<file path="config.mk">
export PLATFORM = sky130hd
export DESIGN_NAME = rst_seq_ctrl
export DESIGN_NICKNAME = d
export VERILOG_FILES = /design/src/rtl/rst_seq_pkg.sv /design/src/rtl/rst_pin_sync.sv /design/src/rtl/rst_por_timer.sv /design/src/rtl/rst_cause_reg.sv /design/src/rtl/rst_seq_ctrl.sv
export SDC_FILE = /design/constraint.sdc
export NUM_CORES = 1
export LEC_CHECK = 0
export ABC_AREA = 1
export BUFFER_PORTS_ARGS = -buffer_cell sky130_fd_sc_hd__buf_4
export CORE_MARGIN = 3
export CORE_UTILIZATION = 52
export CTS_CLUSTER_DIAMETER = 100
export DETAILED_ROUTE_END_ITERATION = 7
export GPL_TIMING_DRIVEN = 0
export PLACE_DENSITY_LB_ADDON = 0.08
export SYNTH_ARGS = -nofsm -noshare
export SYNTH_HDL_FRONTEND = slang
export SYNTH_SLANG_ARGS = --single-unit
</file>
<file path="constraint.sdc">
create_clock -name clk -period 1.82 [get_ports clk]
set_input_delay 0.091 -clock clk [delete_from_list [all_inputs] [get_ports clk]]
set_output_delay 0.091 -clock clk [all_outputs]
set_load 0.05 [all_outputs]
</file>
<file path="src/rtl/rst_seq_pkg.sv">
package rst_seq_pkg;

  typedef enum logic [1:0] {
    SEQ_RUN   = 2'd0,
    SEQ_HOLD  = 2'd1,
    SEQ_LATCH = 2'd2
  } seq_state_t;

  typedef enum logic [1:0] {
    SRC_POR = 2'd0,
    SRC_MON = 2'd1,
    SRC_PIN = 2'd2,
    SRC_SW  = 2'd3
  } rst_src_t;

  localparam int REG_W       = 8;
  localparam int BIT_PIN     = 0;
  localparam int BIT_POR     = 1;
  localparam int BIT_MON     = 2;
  localparam int BIT_SW      = 4;

  // Flag word recorded for a given reset source.
  function automatic logic [REG_W-1:0] cause_word(input rst_src_t src);
    logic [REG_W-1:0] w;
    w = '0;
    case (src)
      SRC_POR: w[BIT_POR] = 1'b1;
      SRC_MON: w[BIT_MON] = 1'b1;
      SRC_PIN: w[BIT_PIN] = 1'b1;
      default: w[BIT_SW]  = 1'b1;
    endcase
    return w;
  endfunction

endpackage

</file>
<file path="src/rtl/rst_pin_sync.sv">
module rst_pin_sync #(
  parameter int STAGES = 2
) (
  input  logic clk,
  input  logic arst,
  input  logic d_i,
  output logic q_o
);
  logic [STAGES-1:0] chain_q;

  generate
    for (genvar g = 0; g < STAGES; g++) begin : g_stage
      always_ff @(posedge clk or posedge arst) begin
        if (arst) chain_q[g] <= 1'b1;
        else      chain_q[g] <= (g == 0) ? d_i : chain_q[(g == 0) ? 0 : g-1];
      end
    end
  endgenerate

  assign q_o = chain_q[STAGES-1];
endmodule

</file>
<file path="src/rtl/rst_por_timer.sv">
module rst_por_timer #(
  parameter int CYCLES = 7500
) (
  input  logic clk,
  input  logic arst,
  input  logic run_i,
  output logic done_o
);
  localparam int CNT_W = (CYCLES < 2) ? 1 : $clog2(CYCLES);
  localparam logic [CNT_W-1:0] LAST = CNT_W'(CYCLES - 1);

  logic [CNT_W-1:0] cnt_q;

  function automatic logic at_end(input logic [CNT_W-1:0] c);
    return c == LAST;
  endfunction

  always_ff @(posedge clk or posedge arst) begin
    if (arst)                     cnt_q <= '0;
    else if (run_i && !at_end(cnt_q)) cnt_q <= cnt_q + 1'b1;
  end

  assign done_o = at_end(cnt_q);
endmodule

</file>
<file path="src/rtl/rst_cause_reg.sv">
module rst_cause_reg
  import rst_seq_pkg::*;
(
  input  logic             clk,
  input  logic             arst,
  input  logic             load_i,
  input  rst_src_t         src_i,
  input  logic             wr_i,
  input  logic [REG_W-1:0] wdata_i,
  output logic [REG_W-1:0] flags_o,
  output logic             mon_en_o
);
  logic [REG_W-1:0] flags_q;
  logic             mon_en_q;

  always_ff @(posedge clk or posedge arst) begin
    if (arst) begin
      flags_q  <= '0;
      mon_en_q <= 1'b0;
    end else begin
      if (load_i) flags_q <= cause_word(src_i);
      if (wr_i && wdata_i[BIT_POR]) mon_en_q <= 1'b1;
    end
  end

  assign flags_o  = flags_q;
  assign mon_en_o = mon_en_q;
endmodule

</file>
<file path="src/rtl/rst_seq_ctrl.sv">
module rst_seq_ctrl
  import rst_seq_pkg::*;
#(
  parameter int POR_CYCLES  = 7500,
  parameter int SYNC_STAGES = 2,
  parameter int VEC_W       = 16
) (
  input  logic             clk,
  input  logic             por_req_i,
  input  logic             vdd_low_i,
  input  logic             rst_pin_i,
  output logic             rst_pin_oe_o,
  output logic             core_rst_o,
  output logic [VEC_W-1:0] restart_vec_o,
  input  logic             reg_we_i,
  input  logic [REG_W-1:0] reg_wdata_i,
  output logic [REG_W-1:0] reg_rdata_o
);
  localparam logic [VEC_W-1:0] RESTART_ADDR = '0;

  seq_state_t           state_q;
  rst_src_t             src_q;
  logic [SYNC_STAGES-1:0] oe_hist_q;

  logic pin_low_s;
  logic por_done_w;
  logic mon_en_w;
  logic hold_w;
  logic mon_trip_w;
  logic ext_trip_w;
  logic sw_trip_w;
  logic in_latch_w;
  logic load_w;
  logic wr_ok_w;
  logic pin_sync_w;
  logic oe_w;

  rst_pin_sync #(.STAGES(SYNC_STAGES)) u_pin_sync (
    .clk  (clk),
    .arst (por_req_i),
    .d_i  (rst_pin_i),
    .q_o  (pin_sync_w)
  );
  assign pin_low_s = ~pin_sync_w;

  rst_por_timer #(.CYCLES(POR_CYCLES)) u_por_timer (
    .clk    (clk),
    .arst   (por_req_i),
    .run_i  (state_q == SEQ_HOLD && src_q == SRC_POR),
    .done_o (por_done_w)
  );

  // Reset requests seen while the core runs; monitor wins, then pin, then software.
  assign wr_ok_w    = reg_we_i && (state_q == SEQ_RUN);
  assign mon_trip_w = mon_en_w && vdd_low_i;
  assign ext_trip_w = pin_low_s && !oe_w && !(|oe_hist_q);
  assign sw_trip_w  = wr_ok_w && reg_wdata_i[BIT_SW];

  always_comb begin
    case (src_q)
      SRC_POR: hold_w = !por_done_w;
      SRC_MON: hold_w = vdd_low_i;
      SRC_PIN: hold_w = pin_low_s;
      default: hold_w = 1'b0;
    endcase
  end

  assign load_w     = (state_q == SEQ_HOLD) && !hold_w;
  assign in_latch_w = (state_q == SEQ_LATCH);

  always_ff @(posedge clk or posedge por_req_i) begin
    if (por_req_i) begin
      state_q   <= SEQ_HOLD;
      src_q     <= SRC_POR;
      oe_hist_q <= '1;
    end else begin
      oe_hist_q <= {oe_hist_q[SYNC_STAGES-2:0], oe_w};
      case (state_q)
        SEQ_RUN: begin
          if (mon_trip_w) begin
            state_q <= SEQ_HOLD;
            src_q   <= SRC_MON;
          end else if (ext_trip_w) begin
            state_q <= SEQ_HOLD;
            src_q   <= SRC_PIN;
          end else if (sw_trip_w) begin
            state_q <= SEQ_HOLD;
            src_q   <= SRC_SW;
          end
        end
        SEQ_HOLD:  if (!hold_w) state_q <= SEQ_LATCH;
        default:   state_q <= SEQ_RUN;
      endcase
    end
  end

  rst_cause_reg u_cause (
    .clk      (clk),
    .arst     (por_req_i),
    .load_i   (load_w),
    .src_i    (src_q),
    .wr_i     (wr_ok_w),
    .wdata_i  (reg_wdata_i),
    .flags_o  (reg_rdata_o),
    .mon_en_o (mon_en_w)
  );

  // The pin is left alone while an outside agent already holds it low.
  assign oe_w          = (state_q != SEQ_RUN) && !(state_q == SEQ_HOLD && src_q == SRC_PIN);
  assign rst_pin_oe_o  = oe_w;
  assign core_rst_o    = (state_q != SEQ_RUN);
  assign restart_vec_o = RESTART_ADDR;
endmodule

</file>
# --- Word level (Yosys, flattened, before mapping) ---
# Cells that the tools add are included.
# W data, S select, Z words.
word_totals:
  word_cells: 53
  out_inout_bits: 26
  n_memories: 0
  latch_bits: 0
  in_bits: 13
  rom_bits: 0
  ramBits: 0
  register_bits: 26
op_classes:
  n_addsub: 1
  mul: 0
  n_eq_ne: 6
  n_shift: 0
  bitwise_logic: 1
  magnitude_cmp: 0
  mux: 13
  reduce_logical: 24
  div_mod_pow: 0
ops:
  columns: ["cell", "count"]
  rows:
  - ["$mux W2", 7]
  - ["$add A13 B1 Y13 const B", 1]
  - ["$eq A13 B13 Y1 const B", 1]
  - ["$logic_and A1 B1 Y1", 11]
  - ["$logic_not A1 Y1", 5]
  - ["$eq A2 B1 Y1 const B", 2]
  - ["$logic_not A2 Y1", 2]
  - ["$mux W1", 4]
  - ["$ne A4 B4 Y1 const B", 1]
  - ["$pmux W2 S2", 1]
  - ["$reduce_and A2 Y1", 2]
  - ["$pmux W1 S3", 1]
  - ["$reduce_bool A3 Y1", 1]
  - ["$reduce_or A3 Y1", 1]
  - ["$eq A2 B2 Y1 const B", 1]
  - ["$ne A2 B2 Y1 const B", 1]
  - ["$reduce_bool A2 Y1", 1]
  - ["$reduce_or A2 Y1", 1]
  - ["$not A1 Y1", 1]

# --- Logic depth before layout (Yosys ltp) ---
# Gate-level depths: netlist of run 1.
logic_depth:
  depth_word: 10
  depth_mapped: 10
  ltp_nobuf: 8

# --- By module ---
# A second synthesis of run 1 with hierarchy kept.
unflattened:
  cells_unflattened: 224
  area_unflattened_um2: 1645.3
by_module_without_submodules:
  columns: ["module", "n_inst", "area_each_um2", "cells_each", "seq_area_each_um2"]
  rows:
  - ["rst_por_timer", 1, 895.9, 134, 325.3]
  - ["rst_seq_ctrl", 1, 459.2, 59, 153.9]
  - ["rst_cause_reg", 1, 234.0, 28, 125.1]
  - ["rst_pin_sync", 1, 56.3, 3, 52.6]

# --- Worst setup path before layout of run 1 ---
# Ideal clock, no wire load.
synth_path:
  path_kind: "reg-to-reg"
  startpoint: "register u_por_timer.cnt_q[0]"
  endpoint: "register u_por_timer.cnt_q[3]"
  setup_time_ps: 116
  slack_ps: 398
  required_time_ps: 1704
  synth_period_minus_slack_ps: 1422
  arrival_time_ps: 1306
  path_stages_with_launch: 10
  path_buffers: 1
  path_cell_list: "dfrtp_1 ha_1 nand2_1 nor2_1 nand3_2 nand3_4 inv_2 buf_6 nand2_1 nand2_1"
synth_via:
  elab_chain_len: 3
  word_cells_on_any_way: 4
  cone_classes: "add/sub (1); eq/ne (1); reduce/logical (2)"
synth_lines:
  columns: ["element", "line_no", "source"]
  rows:
  - ["from (decl)", "rst_por_timer.sv:12", "logic [CNT_W-1:0] cnt_q;"]
  - ["from (signal assigned)", "rst_por_timer.sv:20", "else if (run_i && !at_end(cnt_q)) cnt_q <= cnt_q + 1'b1;"]
  - ["parallel branches: the longest is 3 deep, another holds $add A13 B1 Y13", null, null]
# Parallel ways; which one is timed is not known.
# A chain may end at the register's enable or synchronous reset.

# --- Worst setup path in the final report of run 1 ---
layout_path:
  startpoint: "register u_por_timer.cnt_q[0]"
  endpoint: "register u_por_timer.cnt_q[12]"
# The elaborated chain is that of the path after synthesis.

==> results.md, run 1 <==
* 36.3% — Max-Slew Margin vs Limit
* 1550 um2 — area of the mapped netlist
* -0.0188 ns — worst hold margin
* 4.42 mm — first-pass GRT wire length
* 0 — number of max-slew violations in the final report
* 2.04 ns — critical path required time
* 3.83% — routing usage on met3
* 27 — largest net degree at the start of global routing
* 19 — Site Rows
* 23.2% — met1 Resource Use GR
* 26 — clock sink total
* 0 — Yosys warning total
* 0.00113 W — internal power of the cells
* in2async — class of the worst hold path
* met2 — routing layer with the top usage in global route
* sky130_fd_sc_hd__nand2_1 — most common cell after layout, fill and taps aside
* 2810 um2 — area of the core region
* 40.6% — power share of the sequential group
* 0 — DRC violation count after routing
* 10 — highest net fanout along the worst path
* 0.954 ns — transition at the pin with the smallest max-transition slack
* 0 — Final setup viols
* reg2reg — Crit Path Class
* 0.624 GHz — maximum clock rate
* 55.2% — initial core utilization
* 268 — number of instances in the placed design
* 1.82 ns — CP arrival
* 274 — Cell Count, Final, Fillers Out
* 82 x sky130_fd_sc_hd__nand2_1, 32 x sky130_fd_sc_hd__buf_4, 21 x sky130_fd_sc_hd__inv_1, 21 x sky130_fd_sc_hd__dfrtp_1, 20 x sky130_fd_sc_hd__conb_1 — most used cells in the layout excluding fill and tap cells
* false — RSZ-0062 raised after global routing
* sky130_fd_sc_hd__dfrtp_1 34%, sky130_fd_sc_hd__nand2_1 20%, sky130_fd_sc_hd__buf_4 9.7%, sky130_fd_sc_hd__dfstp_2 8.5%, sky130_fd_sc_hd__inv_1 5.1% — top post-synthesis cells by area
* hold timing — failing checks
* 2 — Longest Clk Path Bufs
* 0.47 ns — highest cell delay on the worst timing path
* 22 — number of distinct standard cells referenced by the synthesized netlist
* 0 — Max-Cap Viols
* 21 — Hold Fails Final Rpt
* 0 ns — setup TNS
* 696 um2 — area taken by multi-input logic gates
* 3 — number of buffers created by CTS
* 206 — synthesized instance count
* 1236 — number of vias in the routed layout
* 0.00646 ns — clock skew
* 0.13 ns — register clock-pin slew on the reported worst setup and hold paths
* 1052 — number of global-route vias before repair
* ha_2 -> nand2_1 -> nor2_1 -> nand3_2 -> nand3_4 -> inv_2 -> buf_6 -> nand2_1 -> nand2_1 — series of cell instances along the critical path
* 0 — antenna viol nets, final
* 60.6 um — Die Height
* 3670 um2 — DIE AREA
* 24.3% — global routing usage on met2
* flop — crit path launch type
* 12 — count of input and output buffers
* 16.0% — Tot GR Track Use
* 60.6 um — Die W
* 45.5% — Combinational Power Share
* 0 — overall overflow remaining after global route
* 88.1% — crit share post-route
* 0.863 — GPL Wtd Cong
* 16.7% — area delta synth->final
* 277 — number of fill cells
* 13.9% — Clk pwr share
* finished, violations left — status
* 1.60 ns — minimum clock period
* 258 — number of nets in the final layout
* sky130_fd_sc_hd__dfrtp_1 — dominant cell type by area after synthesis
* 44.4% — Sw Ratio
* sky130_fd_sc_hd__dfrtp_1 — Crit-path slowest cell
* 4 — detailed-routing iteration count for the pre-antenna-repair pass
* 26 — number of register bits inferred by synthesis
* 2.04 mm — DP Wirelength
* 33.9% — Yosys top cell area share
* 0.972 nW — leakage
* 0.868 mV — worst IR drop on VDD
* 9.51 um — routed length per instance
* 1120 nW/um2 — Power Dens Cells
* sky130_fd_sc_hd__nand2_1 — most frequent cell on the critical path
* flop — endpoint class of the critical path
* 0.000902 W — switching pwr
* sky130_fd_sc_hd__clkbuf_4 — Root Driver
* 21.8% — share of cells above drive strength 1
* 42.4% — sequential share of the synthesized area
* 2.61 mm — routed wire length
* 7.52 um2 — syn avg cell area
* 28 — Detailed Route Iter0 Violations
* built — CTS tree
* 0.32 ns — clock latency reported for the late side of the worst-skew pair
* 4.51 — via/cell ratio
* 657 um2 — area occupied by registers
* 39 — num ports
* 0 — initial antenna violation count
* 1 — # H-tree levels
* 0 — number of diodes
[sequential cells by signal (all words and copies together) (netlist names)]
signal	flops
u_por_timer.cnt_q	13
src_q	2
state_q	2
u_pin_sync.chain_q	1
u_pin_sync.q_o	1
u_cause.mon_en_o	1
u_cause.flags_o	4
oe_hist_q	2
[synthesized netlist by cell type]
library cell              number
sky130_fd_sc_hd__a21oi_1       2
sky130_fd_sc_hd__a31o_2        1
sky130_fd_sc_hd__buf_4        20
sky130_fd_sc_hd__buf_6         3
sky130_fd_sc_hd__conb_1        1
sky130_fd_sc_hd__dfrtp_1      21
sky130_fd_sc_hd__dfstp_2       5
sky130_fd_sc_hd__ha_1          1
sky130_fd_sc_hd__inv_1        21
sky130_fd_sc_hd__inv_2         2
sky130_fd_sc_hd__nand2_1      82
sky130_fd_sc_hd__nand2_2       1
sky130_fd_sc_hd__nand3_1       9
sky130_fd_sc_hd__nand3_2       2
sky130_fd_sc_hd__nand3_4       1
sky130_fd_sc_hd__nand4_1       8
sky130_fd_sc_hd__nor2_1       14
sky130_fd_sc_hd__nor2_2        1
sky130_fd_sc_hd__nor3_1        1
sky130_fd_sc_hd__o21ai_0       3
sky130_fd_sc_hd__xnor2_1       4
sky130_fd_sc_hd__xor2_1        3
[metal layers]
layer,up-vias,share of wire (%)
met4,0,0.84
met5,-,0
met2,31,42
li1,669,-
met3,2,5.4
met1,534,52
[power by group through the flow]
stage	clock [W]	sequential, W	combinational [W]
floorplan	0	0.000949	0.000602
global placement	0	0.000832	0.000912
detailed placement	0	0.000838	0.000927
CTS	0.000293	0.000827	0.000929
global route	0.000318	0.000848	0.00102
finish	0.000283	0.000825	0.000926
[kinds of logic (layout without fill, tap and decap cells)]
family / count (synthesis) / count (layout) / share of synthesized area (%)
other: 1 / 20 / 0.242
buffers and inverters: 46 / 64 / 17.4
and+or+nand+nor: 119 / 119 / 33.0
xor gates and xnor gates: 7 / 7 / 3.96
adders and majority gates: 1 / 1 / 0.808
AOI/OAI and AO/OA: 6 / 6 / 2.18
DFF: 26 / 26 / 42.4
[critical path: cells and delay by family, from the launching register on]
| family | cells | cell delay [ns] |
|---|---|---|
| fa+ha+maj | 1 | 0.28 |
| simple gates | 6 | 0.56 |
| buf+inv | 2 | 0.19 |
| flops | 1 | 0.47 |
[per-stage QoR]
stage / cell area [um2] / power, W / setup slack [ns] / util [%]
2_1_floorplan: 1620 / 0.00155 / 0.398 / -
4_1_cts: 1800 / 0.00205 / 0.156 / 64.0
3_3_place_gp: 1750 / 0.00174 / 0.209 / 62.4
3_5_place_dp: 1750 / 0.00176 / 0.179 / 62.4
5_1_grt: 1810 / 0.00219 / 0.0430 / 64.5
6_report: 1810 / 0.00203 / 0.217 / 64.5
[what timing repair did]
action,CTS,global route
buffers inserted,0,0
hold buffers,1,1
endpoints found under the setup margin,0,1
endpoints found under the hold margin,1,1
gates resized for setup,0,1
[path summary, 6_finish.rpt]
| kind | endpoint | slack [ns] | start | cells after the start |
|---|---|---|---|---|
| max | u_por_timer.cnt_q[12]$_DFFE_PP0P_ | 0.22 | u_por_timer.cnt_q[0]$_DFFE_PP0P_ | 9 |
| min | u_cause.flags_o[4]$_DFFE_PP0P_ | -0.02 | por_req_i | 2 |
| max reg2reg | u_por_timer.cnt_q[12]$_DFFE_PP0P_ | 0.22 | u_por_timer.cnt_q[0]$_DFFE_PP0P_ | 9 |
| min reg2reg | u_pin_sync.q_o$_DFF_PP1_ | 0.36 | u_pin_sync.chain_q[0]$_DFF_PP1_ | 0 |
| max in group asynchronous | u_por_timer.cnt_q[8]$_DFFE_PP0P_ | 1.26 | por_req_i | 2 |
| min in group clk | u_cause.mon_en_o$_DFFE_PP0P_ | 0.02 | reg_we_i | 2 |
[layout make-up]
| cell class | count | share of cell area (%) |
|---|---|---|
| repair buffers | 14 | 6.09 |
| well taps | 31 | 2.15 |
| plain buffers | 23 | 10.2 |
| inverters | 23 | 4.78 |
| clock buffers | 4 | 2.01 |
| multi-input cells | 153 | 38.5 |
| flip-flops and latches | 26 | 36.3 |
No activity file was read; power rests on OpenSTA's default activity.
==> inputs of run 2 (changes only) <==
--- a/config.mk
+++ b/config.mk
@@ -8,11 +8,12 @@
 export ABC_AREA = 1
 export BUFFER_PORTS_ARGS = -buffer_cell sky130_fd_sc_hd__buf_4
 export CORE_MARGIN = 3
-export CORE_UTILIZATION = 52
+export CORE_UTILIZATION = 53
 export CTS_CLUSTER_DIAMETER = 100
 export DETAILED_ROUTE_END_ITERATION = 7
 export GPL_TIMING_DRIVEN = 0
 export PLACE_DENSITY_LB_ADDON = 0.08
 export SYNTH_ARGS = -nofsm -noshare
 export SYNTH_HDL_FRONTEND = slang
+export SYNTH_HIERARCHICAL = 1
 export SYNTH_SLANG_ARGS = --single-unit
==> run 2 against run 1 <==
Effect of this change: count of clock-buffer cells in the layout decreased by 1; total power increased by 17%; routed wire length increased by 17%; combinational power increased by 22%; sequential cell count unchanged; final cell count increased by 6.9%; die area increased by 3.8%; the flow now finishes without violations; critical path depth decreased by 1; final area increased by 8.4%; largest power group unchanged; global-route usage increased by 1.0 points; largest cell class unchanged; via count increased by 11%; synthesized area increased by 6.2%.
==> results.md, run 2 <==
* 19 — Site Rows, unchanged
* 1210 nW/um2 — Power Dens Cells, +7.9%
* 0.596 GHz — maximum clock rate, -4.5%
* 92.2% — crit share post-route, +4.1 points
* 268 — number of fill cells, -3.2%
* 68.7% — utilization of the core after routing, +4.2 points
* 0.839 — GPL Wtd Cong, -2.7%
* 26 — number of distinct standard cells referenced by the synthesized netlist, +18%
* 17.0% — Tot GR Track Use, +1.0 points
* sky130_fd_sc_hd__clkbuf_4 — Root Driver
* 277 — number of nets in the final layout, +7.4%
* in2reg — class of the worst hold path
* flop — endpoint class of the critical path
* 0 — number of max-slew violations in the final report, unchanged
* 2.30 mm — DP Wirelength, +13%
* 2.05 ns — critical path required time, about the same
* 797 um2 — area taken by multi-input logic gates, +15%
* 4.73 mm — first-pass GRT wire length, +6.9%
* 1.68 ns — minimum clock period, +0.0748 ns
* false — RSZ-0062 raised after global routing
* flop — crit path launch type
* 25.6% — met1 Resource Use GR, +2.4 points
* 13 — flip-flop count of the largest register, all copies and words added, unchanged
* 1074 — number of global-route vias before repair, +2.1%
* 1372 — number of vias in the routed layout, +11%
* 0 — initial antenna violation count, unchanged
* sky130_fd_sc_hd__nand2_1 — most common cell after layout, fill and taps aside
* 0.32 ns — clock latency reported for the late side of the worst-skew pair, about the same
* sky130_fd_sc_hd__dfrtp_1 — most instantiated flip-flop cell in the synthesis netlist
* 4.68 — via/cell ratio, +3.8%
* 31.9% — Yosys top cell area share, -2.0 points
* built — CTS tree
* 26 — number of register bits inferred by synthesis, unchanged
* 0 — antenna viol nets, final, unchanged
* 6 — highest net fanout along the worst path, -4
* 0 — DRC violation count after routing, unchanged
* 0 — overall overflow remaining after global route, unchanged
* 1.03 nW — leakage, +6.1%
* 3810 um2 — DIE AREA, +3.8%
* 12 — count of input and output buffers, unchanged
* 0 — number of flops mapped to enable cells by yosys, unchanged
* 2 — Longest Clk Path Bufs, unchanged
* 657 um2 — area occupied by registers, unchanged
* 224 — synthesized instance count, +8.7%
* 25.1% — global routing usage on met2, +0.84 points
* 10.4 um — routed length per instance, +9.2%
* 1 — # H-tree levels, unchanged
* 26 — clock sink total, unchanged
* 6 — Yosys warning total, +6
* 1.91 ns — CP arrival, +0.09 ns
* 26.7% — share of cells above drive strength 1, +4.9 points
* 3.04 mm — routed wire length, +17%
* 39.9% — sequential share of the synthesized area, -2.5 points
* sky130_fd_sc_hd__dfrtp_1 32%, sky130_fd_sc_hd__nand2_1 19%, sky130_fd_sc_hd__buf_4 9.6%, sky130_fd_sc_hd__dfstp_2 8.0%, sky130_fd_sc_hd__nand3_1 4.6% — top post-synthesis cells by area
* 16 — largest net degree at the start of global routing, -41%
* 0.00347 ns — clock skew, -0.00299 ns
* 39 — num ports, unchanged
* 0 — Hold Fails Final Rpt, -100%
* 1.24 mV — worst IR drop on VDD, +43%
* 7.35 um2 — syn avg cell area, -2.3%
* 84 x sky130_fd_sc_hd__nand2_1, 21 x sky130_fd_sc_hd__buf_4, 21 x sky130_fd_sc_hd__dfrtp_1 — Synth top cells by count
* reg_we_i — worst hold path startpoint
* 57.7% — initial core utilization, +2.5 points
* 61.7 um — Die Height, +1.9%
* u_por_timer/cnt_q[1]$_DFFE_PP0P_ — reg2reg start
* 2850 um2 — area of the core region, +1.7%
* 0.526 ns — transition at the pin with the smallest max-transition slack, -0.428 ns
* 0.00238 W — Power, Total, +17%
* sky130_fd_sc_hd__dfrtp_1 — dominant cell type by area after synthesis
* 3 — number of buffers created by CTS, unchanged
* 0 — Max-Cap Viols, unchanged
* 0 — Final setup viols, unchanged
* 61.7 um — Die W, +1.9%
* u_por_timer/cnt_q — Largest Register
* 0.15 ns — register clock-pin slew on the reported worst setup and hold paths, +0.02 ns
* 46 — Detailed Route Iter0 Violations, +64%
* 1650 um2 — area of the mapped netlist, +6.2%
* 0 — number of diodes, unchanged
* 1.86% — routing usage on met3, -2.0 points
* reg2reg — Crit Path Class
* 4 — detailed-routing iteration count for the pre-antenna-repair pass, unchanged
* sky130_fd_sc_hd__nand2_1 — most common cell in the synthesized netlist
* finished clean — status
* 84 x sky130_fd_sc_hd__nand2_1, 34 x sky130_fd_sc_hd__buf_4, 21 x sky130_fd_sc_hd__dfrtp_1 — most used cells in the layout excluding fill and tap cells
* 100% — proportion of synthesized flip-flops having asynchronous set or reset, unchanged
* 64.9% — Max-Slew Margin vs Limit, +29 points
* 19.1% — area delta synth->final
* met1 — routing layer with the top usage in global route
* u_por_timer/cnt_q[1]$_DFFE_PP0P_ — startpoint of the worst setup timing path
[run 2: final timing paths]
check	to	slack [ns]	depth (start not counted)
min reg2reg	u_pin_sync/q_o$_DFF_PP1_	0.37	0
min in group asynchronous	src_q[0]$_DFFE_PP0P_	0.22	3
min	u_cause/mon_en_o$_DFFE_PP0P_	0.10	4
max reg2reg	u_cause/flags_o[0]$_DFFE_PP0P_	0.14	8
max	u_cause/flags_o[0]$_DFFE_PP0P_	0.14	8
max in group asynchronous	u_por_timer/cnt_q[12]$_DFFE_PP0P_	1.12	3
[run 2: logic make-up (layout without fill, tap and decap cells)]
family | count (synthesis) | count (layout) | share of synthesized area (%)
adders and majority gates | 1 | 1 | 0.760
other | 2 | 20 | 0.456
and+or+nand+nor | 138 | 138 | 37.5
xor gates and xnor gates | 5 | 5 | 2.66
DFF | 26 | 26 | 39.9
AOI/OAI and AO/OA | 3 | 3 | 1.29
buffers and inverters | 49 | 69 | 17.4
[run 2: area by class of cell]
type,count,area share (%)
repair buffers,16,6.51
inverters,25,4.85
clock buffers,3,1.15
well taps,31,1.98
clock inverters,1,1.53
flip-flops and latches,26,33.5
multi-input cells,167,40.7
plain buffers,24,9.77
[run 2: metrics by stage]
| stage | setup TNS (ns) | setup WS, ns | hold WS [ns] | instances | area, um2 |
|---|---|---|---|---|---|
| 6_report | 0 | 0.142 | 0.104 | 293 | 1960 |
| 5_1_grt | 0 | 0.0101 | 0.0903 | 293 | 1960 |
| 4_1_cts | 0 | 0.0349 | 0.0951 | 293 | 1950 |
| 3_5_place_dp | -0.861 | -0.221 | 0.0373 | 285 | 1840 |
| 3_3_place_gp | -0.823 | -0.209 | 0.0431 | 285 | 1840 |
| 2_1_floorplan | 0 | 0.0845 | -0.130 | 242 | 1710 |
[run 2: critical path, cell delays in order (launching register included)]
cell	delay, ns
sky130_fd_sc_hd__dfrtp_1	0.46
sky130_fd_sc_hd__ha_4	0.21
sky130_fd_sc_hd__nand2_1	0.09
sky130_fd_sc_hd__nor4_2	0.28
sky130_fd_sc_hd__o221ai_2	0.16
sky130_fd_sc_hd__nor2_2	0.20
sky130_fd_sc_hd__inv_2	0.08
sky130_fd_sc_hd__nand2_1	0.07
sky130_fd_sc_hd__nand2_1	0.05
[run 2: power breakdown]
part	switching [W]	internal (W)	total, W	leakage, nW
Sequential	0.000111	0.000732	0.000844	0.329
Clock	0.000178	0.000223	0.000401	0.0279
Combinational	0.000754	0.000378	0.00113	0.675
Total	0.00104	0.00133	0.00238	1.03
[run 2: repair_timing]
item | CTS | global route
gates resized for setup | 3 | 2
endpoints found under the setup margin | 4 | 4
hold buffers | 3 | 0
hold endpoints to repair | 28 | 0
pin swaps | 1 | 2
buffers inserted | 1 | 0
[run 2: per-layer routing]
layer,vias to the layer above,wire [um]
met5,-,0
met4,0,23
met3,2,163
met2,38,1320
met1,610,1540
li1,722,-
==> inputs of run 3 (changes only) <==
==> constraint.sdc (replaced) <==
create_clock -name clk -period 1.6 [get_ports clk]
set_input_delay 0.08 -clock clk [delete_from_list [all_inputs] [get_ports clk]]
set_output_delay 0.08 -clock clk [all_outputs]
set_load 0.05 [all_outputs]
==> run 3 against run 2 <==
Effect of this change: global-route usage rose by 1.6 points; combinational power rose by 21%; sequential power increased by 13%; count of clock-buffer cells in the layout is the same; first-iteration DRC count is 57% higher; worst hold slack got worse by 0.013 ns; non-clock buffer count rose by 5; final area up 2.6%; sequential cell count did not move; utilization increased by 1.8 points.
==> results.md, run 3 (same netlist as run 2, synthesis figures left out) <==
* reg_we_i — worst hold path startpoint
* 98.5% — crit share post-route, +6.3 points
* 0.635 GHz — maximum clock rate, +6.5%
* 1.44 mm — met2 routed wirelength, +8.6%
* 83 x sky130_fd_sc_hd__nand2_1, 39 x sky130_fd_sc_hd__buf_4, 20 x sky130_fd_sc_hd__conb_1 — most used cells in the layout excluding fill and tap cells
* u_cause/mon_en_o$_DFFE_PP0P_ — Worst Hold End
* 0 — overall overflow remaining after global route, unchanged
* 0.0916 ns — worst hold margin, -0.0126 ns
* 282 — number of nets in the final layout, +1.8%
* 5 — highest net fanout along the worst path, -1
* 2 — Longest Clk Path Bufs, unchanged
* met4 — top routing layer in use
* 0 — initial antenna violation count, unchanged
* sky130_fd_sc_hd__dfrtp_2 — Crit-path slowest cell
* simple AND/OR/NAND/NOR gates — largest delay contributor family on the critical path
* 8 — count of cells along the worst register-to-register path, unchanged
* 61.7 um — Die W, unchanged
* 3810 um2 — DIE AREA, unchanged
* 8 — Stages on worst setup path, unchanged
* 1390 nW/um2 — Power Dens Cells, +15%
* 285 — number of instances in the placed design, unchanged
* 0 ns — setup TNS, unchanged
* reg2reg — Crit Path Class
* 61.7 um — Die Height, unchanged
* 3 — number of buffers created by CTS, unchanged
* 0.00123 W — switching pwr, +18%
* 1.57 mV — worst IR drop on VDD, +27%
* 1.82 ns — CP arrival, -0.09 ns
* u_cause/flags_o[2]$_DFFE_PP0P_ — end of the worst register-to-register path
* 30.0% — share of cells above drive strength 1, +3.2 points
* 34.2% — power share of the sequential group, -1.3 points
* u_por_timer/cnt_q — Largest Register
* 1197 — number of global-route vias before repair, +11%
* 1.58 ns — minimum clock period, -0.102 ns
* 0.34 ns — clock latency reported for the late side of the worst-skew pair, +0.02 ns
* 0.00156 W — internal power of the cells, +17%
* 26 — clock sink total, unchanged
* 0 — Max-Cap Viols, unchanged
* finished clean — status
* 16.7% — Clk pwr share, -0.2 points
* 0.512 ns — transition at the pin with the smallest max-transition slack, -0.0139 ns
* sky130_fd_sc_hd__nand2_1 — most common cell after layout, fill and taps aside
* 1 — number of buffers and inverters on the critical path, unchanged
* 10.7 um — routed length per instance, +2.8%
* 165 um — met3 routed wirelength, +1.2%
* 65.8% — Max-Slew Margin vs Limit, +0.93 points
* 13 — flip-flop count of the largest register, all copies and words added, unchanged
* ha_4 -> nand2_2 -> nor4_2 -> o221ai_2 -> nor2_4 -> inv_2 -> nand2_1 -> nand2_1 — series of cell instances along the critical path
* 1414 — number of vias in the routed layout, +3.1%
* u_por_timer/cnt_q[0]$_DFFE_PP0P_ — reg2reg start
* 72 — Detailed Route Iter0 Violations, +57%
* 5 — detailed-routing iteration count for the pre-antenna-repair pass, +1
* built — CTS tree
* 39 — num ports, unchanged
* true — RSZ-0062 raised after global routing
* 0.15 ns — register clock-pin slew on the reported worst setup and hold paths, about the same
* 44.1% — Sw Ratio, +0.23 points
* 0 — Final setup viols, unchanged
* 298 — Cell Count, Final, Fillers Out, +1.7%
* 1.84 ns — critical path required time, -0.21 ns
* 1.54 mm — Metal-1 WL, +0.52%
* 0 — number of max-slew violations in the final report, unchanged
* 3.18 mm — routed wire length, +4.6%
* 0.02 ns — flop-to-flop setup slack, -0.12 ns
* 18.6% — Tot GR Track Use, +1.6 points
* 0 — Hold Fails Final Rpt, unchanged
* 1 — # H-tree levels, unchanged
* flop — crit path launch type
* 0 — number of diodes, unchanged
* 253 — number of fill cells, -5.6%
* 4.74 — via/cell ratio, +1.3%
* 49.1% — Combinational Power Share, +1.5 points
* 22.1% — area delta synth->final
* sky130_fd_sc_hd__nand2_1 — most frequent cell on the critical path
* 0.0111 ns — clock skew, +0.00766 ns
* 0.849 — GPL Wtd Cong, +1.2%
* 0.42 ns — highest cell delay on the worst timing path, -0.04 ns
* 19 — Site Rows, unchanged
* 2.27 mm — DP Wirelength, -1.1%
* flop — endpoint class of the critical path
* in2reg — class of the worst hold path
* 1.06 nW — leakage, +2.4%
* 16 — largest net degree at the start of global routing, unchanged
* 0 — antenna viol nets, final, unchanged
* 2850 um2 — area of the core region, unchanged
* 4 — cell depth of the worst hold path, unchanged
* 0 — DRC violation count after routing, unchanged
* 5.21 mm — first-pass GRT wire length, +10%
* 12 — count of input and output buffers, unchanged
* sky130_fd_sc_hd__clkbuf_4 — Root Driver
* 57.7% — initial core utilization, unchanged
run 3: cell types whose count changed in the layout (fill, tap and decap cells not counted), sizes merged:
| cell | before | now |
|---|---|---|
| buf | 37 | 42 |
run 3: what timing repair did:
item                                    in CTS  in global routing
hold endpoints to repair                    28                  0
pin swaps                                    3                  4
hold buffers                                 3                  0
endpoints found under the setup margin       4                  5
gates resized for setup                      4                  4
buffers inserted                             5                  1
run 3: final cells by class:
cell class	count	area, um2	share of cell area, %
clock buffers	3	22.5	1.12
multi-input cells	167	807	40.2
repair buffers	21	165	8.22
inverters	25	95.1	4.73
flip-flops and latches	26	659	32.8
plain buffers	24	191	9.53
clock inverters	1	30.0	1.49
well taps	31	38.8	1.93
run 3: metal layers:
metal  GRT usage, %  vias to the layer above
met1           25.4                      639
li1               -                      734
met3           2.89                        2
met5              0                        -
met2           29.6                       39
met4           7.58                        0
run 3: worst reg2reg max path, delay by kind of cell, from the launching register on:
family                     cells  cell delay (ns)
DFF                            1             0.42
AOI/OAI and AO/OA              1             0.18
buffers and inverters          1             0.07
adders and majority gates      1             0.16
and+or+nand+nor                5             0.65
run 3: worst max path at each step:
| stage | from | to |
|---|---|---|
| final | u_por_timer/cnt_q[0]$_DFFE_PP0P_ | u_cause/flags_o[2]$_DFFE_PP0P_ |
| after global routing | u_por_timer/cnt_q[7]$_DFFE_PP0P_ | u_cause/flags_o[0]$_DFFE_PP0P_ |
| after CTS | u_por_timer/cnt_q[7]$_DFFE_PP0P_ | u_cause/flags_o[2]$_DFFE_PP0P_ |
| after detailed placement | u_por_timer/cnt_q[0]$_DFFE_PP0P_ | u_cause/flags_o[2]$_DFFE_PP0P_ |
| after global placement | u_por_timer/cnt_q[0]$_DFFE_PP0P_ | u_cause/flags_o[2]$_DFFE_PP0P_ |
| after floorplan | u_por_timer/cnt_q[0]$_DFFE_PP0P_ | u_cause/flags_o[0]$_DFFE_PP0P_ |
run 3: through the flow:
step                      total power, W  utilization (%)  cell area (um2)  worst slack, ns
after floorplan                  0.00196                -             1730           0.0113
after global placement           0.00220             65.1             1860           -0.202
after detailed placement         0.00223             65.1             1860           -0.244
after CTS                        0.00277             69.7             1990        -0.000710
after global routing             0.00299             70.4             2010          -0.0602
final                            0.00280             70.4             2010           0.0244
run 3: power by group through the flow:
stage / Sequential (W) / Combinational (W) / Clock (W)
2_1_floorplan: 0.00108 / 0.000886 / 0
3_3_place_gp: 0.000977 / 0.00123 / 0
3_5_place_dp: 0.000985 / 0.00125 / 0
4_1_cts: 0.000956 / 0.00134 / 0.000475
5_1_grt: 0.000979 / 0.00152 / 0.000499
6_report: 0.000957 / 0.00137 / 0.000465
